File: src/rtl/irq_req_pkg.sv
package irq_req_pkg;

    localparam int unsigned WORD_W = 32;
    localparam int unsigned ADDR_W = 6;

    typedef enum logic [ADDR_W-1:0] {
        OFS_EN      = 6'd32,
        OFS_EN_SET  = 6'd33,
        OFS_EN_CLR  = 6'd34,
        OFS_PEND    = 6'd35,
        OFS_RAW     = 6'd36,
        OFS_SW      = 6'd37,
        OFS_SW_SET  = 6'd38,
        OFS_SW_CLR  = 6'd39
    } reg_ofs_e;

    typedef struct packed {
        logic load;
        logic set;
        logic clr;
    } wr_ctl_t;

endpackage

File: src/rtl/irq_sync.sv
module irq_sync #(
    parameter int unsigned W = 32
) (
    input  logic         clk,
    input  logic         rst_n,
    input  logic [W-1:0] async_in,
    output logic [W-1:0] sync_out
);

    typedef struct packed {
        logic [W-1:0] s1;
        logic [W-1:0] s2;
    } sync_t;

    sync_t st_d, st_q;

    always_comb begin
        st_d    = st_q;
        st_d.s1 = async_in;
        st_d.s2 = st_q.s1;
    end

    always_ff @(posedge clk or negedge rst_n) begin
        if (!rst_n) st_q <= '0;
        else        st_q <= st_d;
    end

    assign sync_out = st_q.s2;

endmodule

File: src/rtl/irq_mask_reg.sv
module irq_mask_reg
    import irq_req_pkg::*;
#(
    parameter logic [WORD_W-1:0] IMPL = '1
) (
    input  logic              clk,
    input  logic              rst_n,
    input  wr_ctl_t           ctl,
    input  logic [WORD_W-1:0] wdata,
    output logic [WORD_W-1:0] value
);

    logic [WORD_W-1:0] val_d, val_q;

    always_comb begin
        val_d = val_q;
        if (ctl.load) val_d = wdata;
        if (ctl.set)  val_d = val_d | wdata;
        if (ctl.clr)  val_d = val_d & ~wdata;   // clear applied last
        val_d = val_d & IMPL;
    end

    always_ff @(posedge clk or negedge rst_n) begin
        if (!rst_n) val_q <= '0;
        else        val_q <= val_d;
    end

    assign value = val_q;

endmodule

File: src/rtl/irq_req_regs.sv
module irq_req_regs
    import irq_req_pkg::*;
#(
    parameter int unsigned NUM_IRQ = 32
) (
    input  logic               clk,
    input  logic               rst_n,
    input  logic [NUM_IRQ-1:0] irq_in,
    input  logic [ADDR_W-1:0]  bus_addr,
    input  logic               bus_wr,
    input  logic [WORD_W-1:0]  bus_wdata,
    input  logic               bus_rd,
    output logic [WORD_W-1:0]  bus_rdata,
    output logic [WORD_W-1:0]  pend_vec
);

    localparam logic [WORD_W-1:0] IMPL =
        (NUM_IRQ >= WORD_W) ? {WORD_W{1'b1}} : ((WORD_W'(1) << NUM_IRQ) - WORD_W'(1));

    logic [NUM_IRQ-1:0] irq_sync_n;
    logic [WORD_W-1:0]  raw_w;
    logic [WORD_W-1:0]  en_w;
    logic [WORD_W-1:0]  sw_w;
    wr_ctl_t            en_ctl, sw_ctl;

    irq_sync #(.W(NUM_IRQ)) u_sync (
        .clk      (clk),
        .rst_n    (rst_n),
        .async_in (irq_in),
        .sync_out (irq_sync_n)
    );

    generate
        if (NUM_IRQ < WORD_W) begin : g_pad
            assign raw_w = {{(WORD_W-NUM_IRQ){1'b0}}, irq_sync_n};
        end else begin : g_full
            assign raw_w = irq_sync_n[WORD_W-1:0];
        end
    endgenerate

    always_comb begin
        en_ctl.load = bus_wr && (bus_addr == OFS_EN);
        en_ctl.set  = bus_wr && (bus_addr == OFS_EN_SET);
        en_ctl.clr  = bus_wr && (bus_addr == OFS_EN_CLR);
        sw_ctl.load = bus_wr && (bus_addr == OFS_SW);
        sw_ctl.set  = bus_wr && (bus_addr == OFS_SW_SET);
        sw_ctl.clr  = bus_wr && (bus_addr == OFS_SW_CLR);
    end

    irq_mask_reg #(.IMPL(IMPL)) u_en (
        .clk   (clk),
        .rst_n (rst_n),
        .ctl   (en_ctl),
        .wdata (bus_wdata),
        .value (en_w)
    );

    irq_mask_reg #(.IMPL(IMPL)) u_sw (
        .clk   (clk),
        .rst_n (rst_n),
        .ctl   (sw_ctl),
        .wdata (bus_wdata),
        .value (sw_w)
    );

    assign pend_vec = (raw_w | sw_w) & en_w;

    typedef struct packed {
        logic [WORD_W-1:0] rdata;
    } rd_t;

    rd_t rd_d, rd_q;

    always_comb begin
        rd_d.rdata = '0;
        if (bus_rd) begin
            case (bus_addr)
                OFS_EN:   rd_d.rdata = en_w;
                OFS_PEND: rd_d.rdata = pend_vec;
                OFS_RAW:  rd_d.rdata = raw_w;
                OFS_SW:   rd_d.rdata = sw_w;
                default:  rd_d.rdata = '0;
            endcase
        end
    end

    always_ff @(posedge clk or negedge rst_n) begin
        if (!rst_n) rd_q <= '0;
        else        rd_q <= rd_d;
    end

    assign bus_rdata = rd_q.rdata;

    AST_EN_SET_BITS: assert property (@(posedge clk) disable iff (!rst_n)
        (bus_wr && bus_addr == OFS_EN_SET) |=>
        ((en_w & $past(bus_wdata) & IMPL) == ($past(bus_wdata) & IMPL)));

    AST_EN_CLR_BITS: assert property (@(posedge clk) disable iff (!rst_n)
        (bus_wr && bus_addr == OFS_EN_CLR) |=> ((en_w & $past(bus_wdata)) == '0));

    AST_SW_CLR_BITS: assert property (@(posedge clk) disable iff (!rst_n)
        (bus_wr && bus_addr == OFS_SW_CLR) |=> ((sw_w & $past(bus_wdata)) == '0));

    AST_REGS_HOLD: assert property (@(posedge clk) disable iff (!rst_n)
        !bus_wr |=> ($stable(en_w) && $stable(sw_w)));

    AST_ALIAS_READ_ZERO: assert property (@(posedge clk) disable iff (!rst_n)
        (bus_rd && (bus_addr == OFS_EN_SET || bus_addr == OFS_EN_CLR ||
                    bus_addr == OFS_SW_SET || bus_addr == OFS_SW_CLR)) |=> (bus_rdata == '0));

    AST_IDLE_RDATA_ZERO: assert property (@(posedge clk) disable iff (!rst_n)
        !bus_rd |=> (bus_rdata == '0));

    AST_ABSENT_ZERO: assert property (@(posedge clk) disable iff (!rst_n)
        (((en_w | sw_w | pend_vec | bus_rdata) & ~IMPL) == '0));

endmodule

File: config.mk
export PLATFORM = sky130hd
export DESIGN_NAME = irq_req_regs
export DESIGN_NICKNAME = d
export VERILOG_FILES = /design/src/rtl/irq_req_pkg.sv /design/src/rtl/irq_sync.sv /design/src/rtl/irq_mask_reg.sv /design/src/rtl/irq_req_regs.sv
export SDC_FILE = /design/constraint.sdc
export NUM_CORES = 1
export LEC_CHECK = 0
export ABC_AREA = 1
export BUFFER_PORTS_ARGS = -buffer_cell sky130_fd_sc_hd__clkbuf_2
export CELL_PAD_IN_SITES_DETAIL_PLACEMENT = 0
export CELL_PAD_IN_SITES_GLOBAL_PLACEMENT = 1
export CORE_UTILIZATION = 35
export CTS_CLUSTER_DIAMETER = 150
export DETAILED_ROUTE_END_ITERATION = 6
export GPL_TIMING_DRIVEN = 0
export PLACE_DENSITY = 0.69
export SLEW_MARGIN = 15
export SYNTH_ARGS = -nofsm -noshare
export SYNTH_HDL_FRONTEND = slang
export SYNTH_SLANG_ARGS = --single-unit
File: constraint.sdc
create_clock -name clk -period 1.07 [get_ports clk]
set_input_delay 0.214 -clock clk [delete_from_list [all_inputs] [get_ports clk]]
set_output_delay 0.214 -clock clk [all_outputs]
set_load 0.02 [all_outputs]
Word-level counts from Yosys, hierarchy flattened

Cells that the tools add are included.
W data, S select, Z words.

Equality and inequality tests: 8
Multiplexer cells: 8
Bitwise gates (word level): 7
Reduce and logical (&&, ||, !) cells: 6

Operators by type and width:

| kind                 | number |
|---|---|
| $mux W32             | 7 |
| $pmux W32 S4         | 1 |
| $and A32 B32 Y32     | 3 |
| $or A32 B32 Y32      | 3 |
| $eq A6 B6 Y1 const B | 8 |
| $not A32 Y32         | 1 |
| $logic_and A1 B1 Y1  | 6 |

Bits in registers: 160
Word-level logic and storage cells: 34

Depth between registers and ports, before layout

Gate-level depths: netlist of the first run.

Word-level depth: 7
Mapped depth: 9
Gate-level depth less buffers: 7

Hierarchy

A second synthesis of the first run with hierarchy kept.

Cell total of the unflattened synthesis: 916
Area total of the unflattened synthesis: 7414.6 µm²

By module, submodules not included:

| module       | times used | cells an instance | area each (µm²) |
|---|---|---|---|
| irq_mask_reg | 2          | 205               | 1604.0 |
| irq_req_regs | 1          | 442               | 2605.0 |
| irq_sync     | 1          | 64                | 1601.5 |

Worst setup path before layout of the first run

OpenSTA, ideal clock, no wires.

Kind: in2reg
Start: input port bus_addr[4]
End: register u_en.val_q[10] (netlist: u_en.value[10])
Setup time: 0.120 ns
Arrival time: 1.009 ns
Required time: 0.950 ns
Path slack: -0.059 ns
Stages on the path: 7
Buffers on the path: 1
Cell sequence: inv_1 nand2_1 nor2_2 nand2_1 clkbuf_1 nor2_1 a21oi_1

Longest elaborated chain between the ends: 7
Elaborated cells on any way between the ends: 11

Ends and longest elaborated chain:

| item                 | line               | RTL |
|---|---|---|
| start, declared      | irq_req_regs.sv:9  | `input logic [ADDR_W-1:0] bus_addr,` |
| $eq A6 B6 Y1         | irq_req_regs.sv:42 | `en_ctl.load = bus_wr && (bus_addr == OFS_EN);` |
| $logic_and A1 B1 Y1  | irq_req_regs.sv:42 |  |
| $mux W32             | irq_mask_reg.sv:17 | `if (ctl.load) val_d = wdata;` |
| $or A32 B32 Y32      | irq_mask_reg.sv:18 | `if (ctl.set) val_d = val_d \| wdata;` |
| $mux W32             | irq_mask_reg.sv:18 |  |
| $and A32 B32 Y32     | irq_mask_reg.sv:19 | `if (ctl.clr) val_d = val_d & ~wdata;` |
| $mux W32 *           | irq_mask_reg.sv:19 |  |
| net u_en.val_d[10]   | irq_mask_reg.sv:13 | `logic [WORD_W-1:0] val_d, val_q;` |
| end signal, assigned | irq_mask_reg.sv:25 | `else val_q <= val_d;` |
| end, declared        | irq_mask_reg.sv:13 |  |

Mark *: on every way through the listed nets, which the timed path passes. The rest lies on a longest branch.

Worst setup path after layout of the first run

Start: register u_sw.val_q[29] (netlist: u_sw.value[29])
End: output port pend_vec[29]

Longest elaborated chain between the ends: 2

Ends and longest elaborated chain:

| item                   | line               | RTL |
|---|---|---|
| start, declared        | irq_mask_reg.sv:13 |  |
| start signal, assigned | irq_mask_reg.sv:25 |  |
| $or A32 B32 Y32        | irq_req_regs.sv:66 | `assign pend_vec = (raw_w \| sw_w) & en_w;` |
| $and A32 B32 Y32       | irq_req_regs.sv:66 |  |
| end, declared          | irq_req_regs.sv:14 | `output logic [WORD_W-1:0] pend_vec` |

No other way between the ends.

==> flow_summary.json, run 1 <==
{
  "status": "finished with violations",
  "violations": "negative hold slack, negative setup slack",
  "clk_pin_slew_ns": 0.07,
  "drt_iter0_markers": 443,
  "max_stage_delay_ns": 0.40,
  "coreArea_sq_um": 20200,
  "end_kind": "output pin",
  "dp_slack_ns": -0.766,
  "routed_wl_mm": 24.7,
  "setup_viol": 72,
  "die_h_um": 146,
  "cp.arrival_ns": 1.23,
  "cp_common_cell": "nor2_1",
  "num_rows": 52,
  "drc": 0,
  "grt_antenna_before_repair": 0,
  "post-synth-top-count-cell": "nor2_1",
  "worst_clock_skew_ns": 0.00913,
  "firstDrtPassIters": 5,
  "synth_area_sq_um": 7210,
  "grtUsageMet2_pct": 36.6,
  "hold_buffers": 32,
  "max-cap-violations": 0,
  "worstMarginPinSlew_ns": 0.674,
  "yosysSeqAreaShare_pct": 55.5,
  "syn_avg_cell_area_sq_um": 8.12,
  "synth_xor_area_share_pct": 0,
  "required_ns": 0.86,
  "yosys-top-cells-count": "nor2_1 (197), dfrtp_1 (160), nand2_1 (136)",
  "crit_buf_inv": 1,
  "use_met3_pct": 3.35,
  "finalHoldViolCount": 71,
  "power_density_nw_per_um2": 1560,
  "synth_compound_area_share_pct": 4.44,
  "p_leak_nw": 5.39,
  "cts_buffer_depth": 2,
  "yosys_register_bits": 160,
  "stdcell_area_sq_um": 10800,
  "start_util_pct": 35.6,
  "synthMuxAreaShare_pct": 0,
  "synthCells": 888,
  "ys.flop_type": "dfrtp_1",
  "path_class": "flip-flop to output pin",
  "io_pins": 138,
  "place_hpwl_mm": 15.0,
  "netlist_top_cells_area": "dfrtp_1 (56%), nor2_1 (10%), nand3_1 (9.0%)",
  "worstPathMaxFanout": 2,
  "fin_crit_ns": 1.44,
  "io_buffers": 136,
  "synth-simple-area-share_pct": 32.3,
  "critPathLaunchType": "flip-flop",
  "nets": 1229,
  "ant_nets": 0,
  "period_share_pct": 134,
  "grt_use_total_pct": 23.1,
  "grt-busiest-layer": "met2",
  "async_flop_share_pct": 100,
  "synth_top_area_share_pct": 55.5,
  "die_area_sq_um": 21200,
  "grt_pass1_vias": 6791,
  "synth_top_family_by_area": "simple AND/OR/NAND/NOR gates",
  "grt_use_met1_pct": 32.7,
  "wl_per_cell_um": 17.2,
  "cts_buffers": 17,
  "vias_per_cell": 4.92,
  "cts_tree": "done",
  "drv_slew": 0,
  "die_x_um": 146,
  "gp_congestion": 0.812,
  "rsz0062_at_grt": "true",
  "holdWs_ns": -0.206,
  "grt_overflow": 0,
  "yosys.area_share.adder_pct": 0,
  "grt_max_degree": 90,
  "synth_edf_count": 0,
  "fin_ws_ns": -0.369,
  "regToRegSetupSlack_ns": -0.09,
  "cts.sinks": 160,
  "crit_chain": "nor2_1 -> nor2_1 -> buf_4",
  "dr_total_vias": 7075,
  "diodes": 0,
  "insertion_delay_ns": 0.44,
  "synthToLayoutAreaGrowth_pct": 50.2,
  "slowest_stage": "dfrtp_1",
  "cp_top_family": "flip-flops",
  "synthesis.nets": 962,
  "dpl_cell_area_sq_um": 8350,
  "synth_top_cell_by_area": "dfrtp_1",
  "yosys_warnings": 0,
  "cts-htree-levels": 4,
  "hold_class": "input pin to async pin",
  "grt_pass1_wl_mm": 37.4,
  "synthDistinctLibCells": 14,
  "drive_gt1_share_pct": 34.6,
  "ir_worst_vdd_v": 0.00101,
  "clk_root_buffer_cell": "clkbuf_16",
  "max_clock_freq_ghz": 0.695,
  "slew_headroom_pct": 55.0
}
==> cell type report <==
type | count | area (sq um)
tap | 270 | 338
buffer | 60 | 474
sequential | 160 | 4000
multi-input combinational | 595 | 3040
clock buffer | 18 | 439
clock inverter | 14 | 156
fill | 1975 | 9400
inverter | 73 | 292
timing repair buffer | 248 | 2090
==> flip-flops by register name, summed over array words and instances (netlist names) <==
register	count
u_sync.st_d	32
u_en.value	32
u_sync.sync_out	32
bus_rdata	32
u_sw.value	32
==> power breakdown <==
group | internal, mW | switching, mW
Clock | 3.53 | 2.68
Combinational | 1.73 | 1.92
Sequential | 6.65 | 0.437
==> worst paths after layout <==
kind                                startpoint            endpoint  cells past startpoint
worst max register to register   u_sw.value[0]        bus_rdata[0]                      7
worst min-delay path                     rst_n      u_sync.st_d[0]                      1
worst min register to register  u_sync.st_d[6]  u_sync.sync_out[6]                      0
worst max-delay path            u_sw.value[29]        pend_vec[29]                      3
min in group clk                 bus_wdata[26]      u_en.value[26]                      3
max in group asynchronous                rst_n      u_en.value[19]                      2
==> routing by layer <==
layer / up-vias / routed length, um
li1: 3435 / -
met1: 3384 / 11400
met2: 223 / 11700
met3: 33 / 1140
met4: 0 / 414
met5: - / 0
==> logic make-up (layout without fill, tap and decap cells) <==
group                  count (synthesis)  in the layout
AOI/OAI and AO/OA                     64             64
DFF                                  160            160
buffers and inverters                133            413
and+or+nand+nor                      531            531
==> metrics by stage <==
step / instances / hold WS [ns] / util, % / total power, mW / setup TNS (ns)
floorplan: 888 / -0.0816 / - / 8.36 / -1.13
CTS: 1409 / -0.181 / 49.3 / 16.5 / -13.53
global route: 1438 / -0.161 / 53.5 / 17.6 / -15.49
finish: 1438 / -0.206 / 53.5 / 17.0 / -12.58
detailed placement: 1295 / 0.277 / 41.3 / 9.35 / -59.02
global placement: 1294 / 0.323 / 41.1 / 9.32 / -560.72
==> what timing repair did <==
item	CTS	global route
gates resized for setup	103	265
setup endpoints to repair	156	157
endpoints found under the hold margin	103	71
pin swaps	32	89
buffers inserted	50	33
gates cloned	0	1
==> layout by cell type (no fill, tap or decap), drive strengths merged <==
cell,count
a21oi,64
buf,163
bufinv,2
clkbuf,131
clkinv,4
clkinvlp,4
dfrtp,160
dlygate4sd3,32
inv,77
nand2,136
nand3,130
nand3b,1
nand4,64
nor2,200
(Power assumes the default switching activity.)
==> run 2: changes to the inputs <==
--- a/config.mk
+++ b/config.mk
@@ -9,11 +9,12 @@
 export BUFFER_PORTS_ARGS = -buffer_cell sky130_fd_sc_hd__clkbuf_2
 export CELL_PAD_IN_SITES_DETAIL_PLACEMENT = 0
 export CELL_PAD_IN_SITES_GLOBAL_PLACEMENT = 1
-export CORE_UTILIZATION = 35
+export CORE_UTILIZATION = 41
 export CTS_CLUSTER_DIAMETER = 150
 export DETAILED_ROUTE_END_ITERATION = 6
 export GPL_TIMING_DRIVEN = 0
-export PLACE_DENSITY = 0.69
+export PLACE_DENSITY = 0.79
+export REMOVE_ABC_BUFFERS = 1
 export SLEW_MARGIN = 15
 export SYNTH_ARGS = -nofsm -noshare
 export SYNTH_HDL_FRONTEND = slang
==> run 2 against run 1 <==
Against the previous run: the flow still finishes with violations (negative hold slack, negative setup slack); via count rose by 2.0%; design area rose by 2.8%; combinational power rose by 5%; die area fell by 14%; critical endpoint is now pend_vec[30].
==> flow_summary.json, run 2 (synthesis gave the netlist of run 1 again) <==
{
  "die_h_um": 135,
  "insertion_delay_ns": 0.44,
  "start_util_pct": 41.8,
  "synthToLayoutAreaGrowth_pct": 54.3,
  "end_kind": "output pin",
  "dr_total_vias": 7220,
  "die_area_sq_um": 18100,
  "worstMarginPinSlew_ns": 0.807,
  "period_share_pct": 131,
  "grt_use_total_pct": 26.9,
  "cts_tree": "done",
  "cts.sinks": 160,
  "crit_buf_inv": 1,
  "setup_viol": 74,
  "cp.arrival_ns": 1.19,
  "path_class": "flip-flop to output pin",
  "drive_gt1_share_pct": 34.9,
  "holdWs_ns": -0.194,
  "routed_wl_mm": 25.0,
  "grt_max_degree": 84,
  "max_stage_delay_ns": 0.40,
  "fin_crit_ns": 1.40,
  "hold_class": "input pin to async pin",
  "io_buffers": 137,
  "place_hpwl_mm": 12.3,
  "seq_area_sq_um": 4000,
  "ant_nets": 0,
  "status": "finished with violations",
  "p_total_mw": 16.8,
  "gp_congestion": 0.744,
  "drt_iter0_markers": 530,
  "grt_pass1_vias": 6872,
  "wl_per_cell_um": 18.2,
  "multi_input_area_sq_um": 3100,
  "worst_clock_skew_ns": 0.00579,
  "vias_per_cell": 5.25,
  "coreArea_sq_um": 17200,
  "fin_cells": 1374,
  "worstPathMaxFanout": 2,
  "required_ns": 0.86,
  "cp_top_family": "flip-flops",
  "nets": 1211,
  "hold_buffers": 32,
  "finalHoldViolCount": 77,
  "grt_pass1_wl_mm": 36.7,
  "crit_chain": "nor2_2 -> nor2_4 -> buf_8",
  "p_leak_nw": 5.47,
  "fin_ws_ns": -0.335,
  "cts_buffers": 17,
  "max_clock_freq_ghz": 0.712,
  "drv_slew": 0,
  "rsz0062_at_grt": "true",
  "die_x_um": 135,
  "critPathLaunchType": "flip-flop",
  "violations": "negative hold slack, negative setup slack",
  "slowest_stage": "dfrtp_1",
  "mostFrequentLayoutCell": "dfrtp_1",
  "final_cell_mix": "dfrtp_1 (160), nor2_1 (132), nand2_1 (121)",
  "drc": 0,
  "num_rows": 48,
  "grt_antenna_before_repair": 1,
  "ir_worst_vdd_v": 0.00114,
  "dp.cells": 1206,
  "io_pins": 138,
  "max-cap-violations": 0,
  "clk_root_buffer_cell": "clkbuf_16",
  "cts-htree-levels": 4,
  "power_density_nw_per_um2": 1510,
  "firstDrtPassIters": 5,
  "grt_overflow": 0,
  "slew_headroom_pct": 46.1,
  "diodes": 0,
  "cts_buffer_depth": 2,
  "clk_pin_slew_ns": 0.07,
  "n_fill_cell": 1426
}
==> run 2: layer usage <==
layer,share of wire (%),GRT usage [%],vias to the layer above
met5,0.052,0,-
met4,2.0,9.11,2
met3,5.3,5.37,49
met2,49,44.6,250
met1,43,35.0,3520
li1,-,-,3399
==> run 2: what timing repair did <==
item | in CTS | in global routing
gates resized for setup | 116 | 212
setup endpoints to repair | 160 | 143
endpoints found under the hold margin | 109 | 77
cloned | 7 | 5
setup buffers | 69 | 32
pin swaps | 42 | 82
==> run 2: power by group <==
part	internal [mW]	switching (mW)	leakage, nW
clock network	3.36	2.53	0.256
registers	6.66	0.397	2.02
logic	1.88	1.93	3.19
==> run 2: layout make-up <==
cell class	count	share of cell area [%]
Timing Repair Buffer	288	25.8
Sequential cell	160	36.0
Inverter	73	2.77
Tap cell	225	2.53
Timing Repair inverter	1	0.0787
Clock buffer	22	4.26
Clock inverter	9	0.764
Multi-Input combinational cell	596	27.9
==> run 2: metrics by stage <==
| step | area, sq um | worst slack [ns] | setup TNS [ns] | util (%) |
|---|---|---|---|---|
| 4_1_cts | 10400 | -0.340 | -13.21 | 60.2 |
| 5_1_grt | 11100 | -0.397 | -15.91 | 64.6 |
| 6_report | 11100 | -0.335 | -12.69 | 64.6 |
| 3_5_place_dp | 8350 | -1.47 | -109.87 | 48.4 |
| 2_1_floorplan | 6930 | -2.72 | -193.89 | - |
| 3_3_place_gp | 7900 | -6.03 | -925.64 | 45.8 |
==> run 2: worst paths after layout <==
path | startpoint | cells after the start | slack (ns) | endpoint
min in group clk | bus_wdata[21] | 3 | 0.05 | u_en.value[21]
min | rst_n | 1 | -0.19 | u_sync.sync_out[15]
max reg2reg | u_sw.value[30] | 7 | -0.10 | bus_rdata[30]
max in group asynchronous | rst_n | 2 | 0.42 | u_sw.value[29]
max | u_sw.value[30] | 3 | -0.33 | pend_vec[30]
min reg2reg | u_sync.st_d[3] | 0 | 0.35 | u_sync.sync_out[3]
==> run 2: worst reg2reg max path, delay by kind of cell, from the launching register on <==
family | cells | cell delay, ns
and+or+nand+nor | 6 | 0.49
DFF | 1 | 0.40
buffers and inverters | 1 | 0.11
==> run 3: changes to the inputs <==
--- a/config.mk
+++ b/config.mk
@@ -13,7 +13,7 @@
 export CTS_CLUSTER_DIAMETER = 150
 export DETAILED_ROUTE_END_ITERATION = 6
 export GPL_TIMING_DRIVEN = 0
-export PLACE_DENSITY = 0.79
+export PLACE_DENSITY = 0.87
 export REMOVE_ABC_BUFFERS = 1
 export SLEW_MARGIN = 15
 export SYNTH_ARGS = -nofsm -noshare
==> run 3 against run 2 <==
Against the previous run: the run still ends with negative hold slack, negative setup slack left; wire length shrank 7.2%; utilization shrank 1.6 points; fmax shrank 1.3%; setup slack lost 0.019 ns; highest routed layer is now met4; combinational power shrank 5%; worst hold slack gained 0.0043 ns; cell count shrank 0.95%; non-clock buffer count shrank 14; via count shrank 1.8%; sequential power is essentially flat; critical endpoint is now pend_vec[29].
==> flow_summary.json, run 3 (synthesis gave the netlist of run 1 again) <==
{
  "path_class": "flip-flop to output pin",
  "wl_met3_mm": 1.39,
  "nets": 1197,
  "final_cell_mix": "dfrtp_1 (160), nor2_1 (130), nand2_1 (126)",
  "grt_use_total_pct": 25.1,
  "io_pins": 138,
  "place_hpwl_mm": 12.2,
  "vias_per_cell": 5.21,
  "status": "finished with violations",
  "drt_iter0_markers": 409,
  "worstReg2RegEnd": "bus_rdata[22]",
  "critPathLaunchType": "flip-flop",
  "drive_gt1_share_pct": 33.5,
  "wl_met1_mm": 9.34,
  "slew_headroom_pct": 47.4,
  "cts.sinks": 160,
  "start_util_pct": 41.8,
  "grt_antenna_before_repair": 0,
  "rsz0062_at_grt": "true",
  "cts_tree": "done",
  "die_x_um": 135,
  "clk_pin_slew_ns": 0.07,
  "worstPathMaxFanout": 2,
  "setup_viol": 69,
  "gp_congestion": 0.758,
  "wl_per_cell_um": 17.0,
  "fin_ws_ns": -0.353,
  "required_ns": 0.86,
  "grt_pass1_vias": 6599,
  "max-cap-violations": 0,
  "hold_class": "input pin to async pin",
  "cp.arrival_ns": 1.21,
  "wl_met2_mm": 12.0,
  "mostFrequentLayoutCell": "dfrtp_1",
  "rr_worst_depth": 7,
  "die_area_sq_um": 18100,
  "ir_worst_vdd_v": 0.00126,
  "diodes": 0,
  "coreArea_sq_um": 17200,
  "insertion_delay_ns": 0.43,
  "synthToLayoutAreaGrowth_pct": 50.4,
  "dr_total_vias": 7090,
  "fin_crit_ns": 1.42,
  "grt_max_degree": 88,
  "finalHoldViolCount": 73,
  "r2r_start": "u_sw.value[22]",
  "worst_clock_skew_ns": 0.00973,
  "violations": "negative hold slack, negative setup slack",
  "die_h_um": 135,
  "firstDrtPassIters": 5,
  "routed_wl_mm": 23.2,
  "p_leak_nw": 5.38,
  "tns_ns": -12.07,
  "grt_overflow": 0,
  "drc": 0,
  "power_density_nw_per_um2": 1570,
  "cts_buffers": 17,
  "ant_nets": 0,
  "end_kind": "output pin",
  "drv_slew": 0,
  "final_util_pct": 63.0,
  "max_clock_freq_ghz": 0.703,
  "worstMarginPinSlew_ns": 0.788,
  "cts_buffer_depth": 2,
  "hold_buffers": 32,
  "regToRegSetupSlack_ns": -0.06,
  "clk_root_buffer_cell": "clkbuf_16",
  "grt_pass1_wl_mm": 34.2,
  "io_buffers": 137,
  "highest_layer": "met4",
  "period_share_pct": 133,
  "holdWs_ns": -0.190,
  "num_rows": 48,
  "cts-htree-levels": 4
}
## run 3: changes by cell type in the layout (fill, tap and decap cells not counted), sizes merged, moves of 2 or more
cell	change
buf	-9
clkinv	+4
bufbuf	-2
clkinvlp	-4
bufinv	+2
clkbuf	-6
## run 3: where the power goes
group	total (mW)	switching (mW)	internal [mW]
registers	7.07	0.410	6.66
logic	3.63	1.86	1.78
clock network	6.30	2.50	3.80
## run 3: worst max path at each step
stage / start / end / slack [ns] / cells after the start
floorplan: bus_addr[0] / u_en.value[0] / -2.72 / 4
global placement: bus_addr[1] / u_en.value[10] / -5.77 / 5
detailed placement: bus_addr[4] / u_sw.value[31] / -1.27 / 8
CTS: u_sw.value[21] / pend_vec[21] / -0.35 / 3
global route: u_sw.value[18] / pend_vec[18] / -0.39 / 3
finish: u_sync.sync_out[29] / pend_vec[29] / -0.35 / 3
## run 3: per-layer routing
layer  vias to the layer above  track usage (%)
li1                       3369                -
met2                       273             43.4
met5                         -                0
met3                        39             4.95
met1                      3409             31.0
met4                         0             8.93
## run 3: repair_timing
action,CTS,global route
cloned,2,1
resized for setup,97,198
endpoints found under the setup margin,160,157
pin swaps,44,66
endpoints found under the hold margin,105,73
buffers inserted,60,33
## run 3: final cells by class
class | count | area (sq um)
fillers | 1433 | 6380
flip-flops and latches | 160 | 4000
multi-input cells | 597 | 3030
repair buffers | 274 | 2620
clock buffers | 19 | 453
inverters | 73 | 300
well taps | 225 | 282
clock inverters | 13 | 160
## run 3: worst max-delay path: stages, from the launching register on
cell      delay, ns
dfrtp_1        0.40
nor2_2         0.07
nor2_2         0.15
clkbuf_8       0.17
## run 3: per-stage QoR
stage | setup slack [ns] | cells | power (mW) | area [sq um] | hold slack (ns)
2_1_floorplan | -2.72 | 828 | 8.26 | 6930 | -0.0816
3_3_place_gp | -5.77 | 1190 | 9.11 | 7900 | 0.322
3_5_place_dp | -1.27 | 1205 | 9.29 | 8320 | 0.278
4_1_cts | -0.345 | 1331 | 16.5 | 10100 | -0.181
5_1_grt | -0.388 | 1361 | 17.7 | 10900 | -0.155
6_report | -0.353 | 1361 | 17.0 | 10900 | -0.190
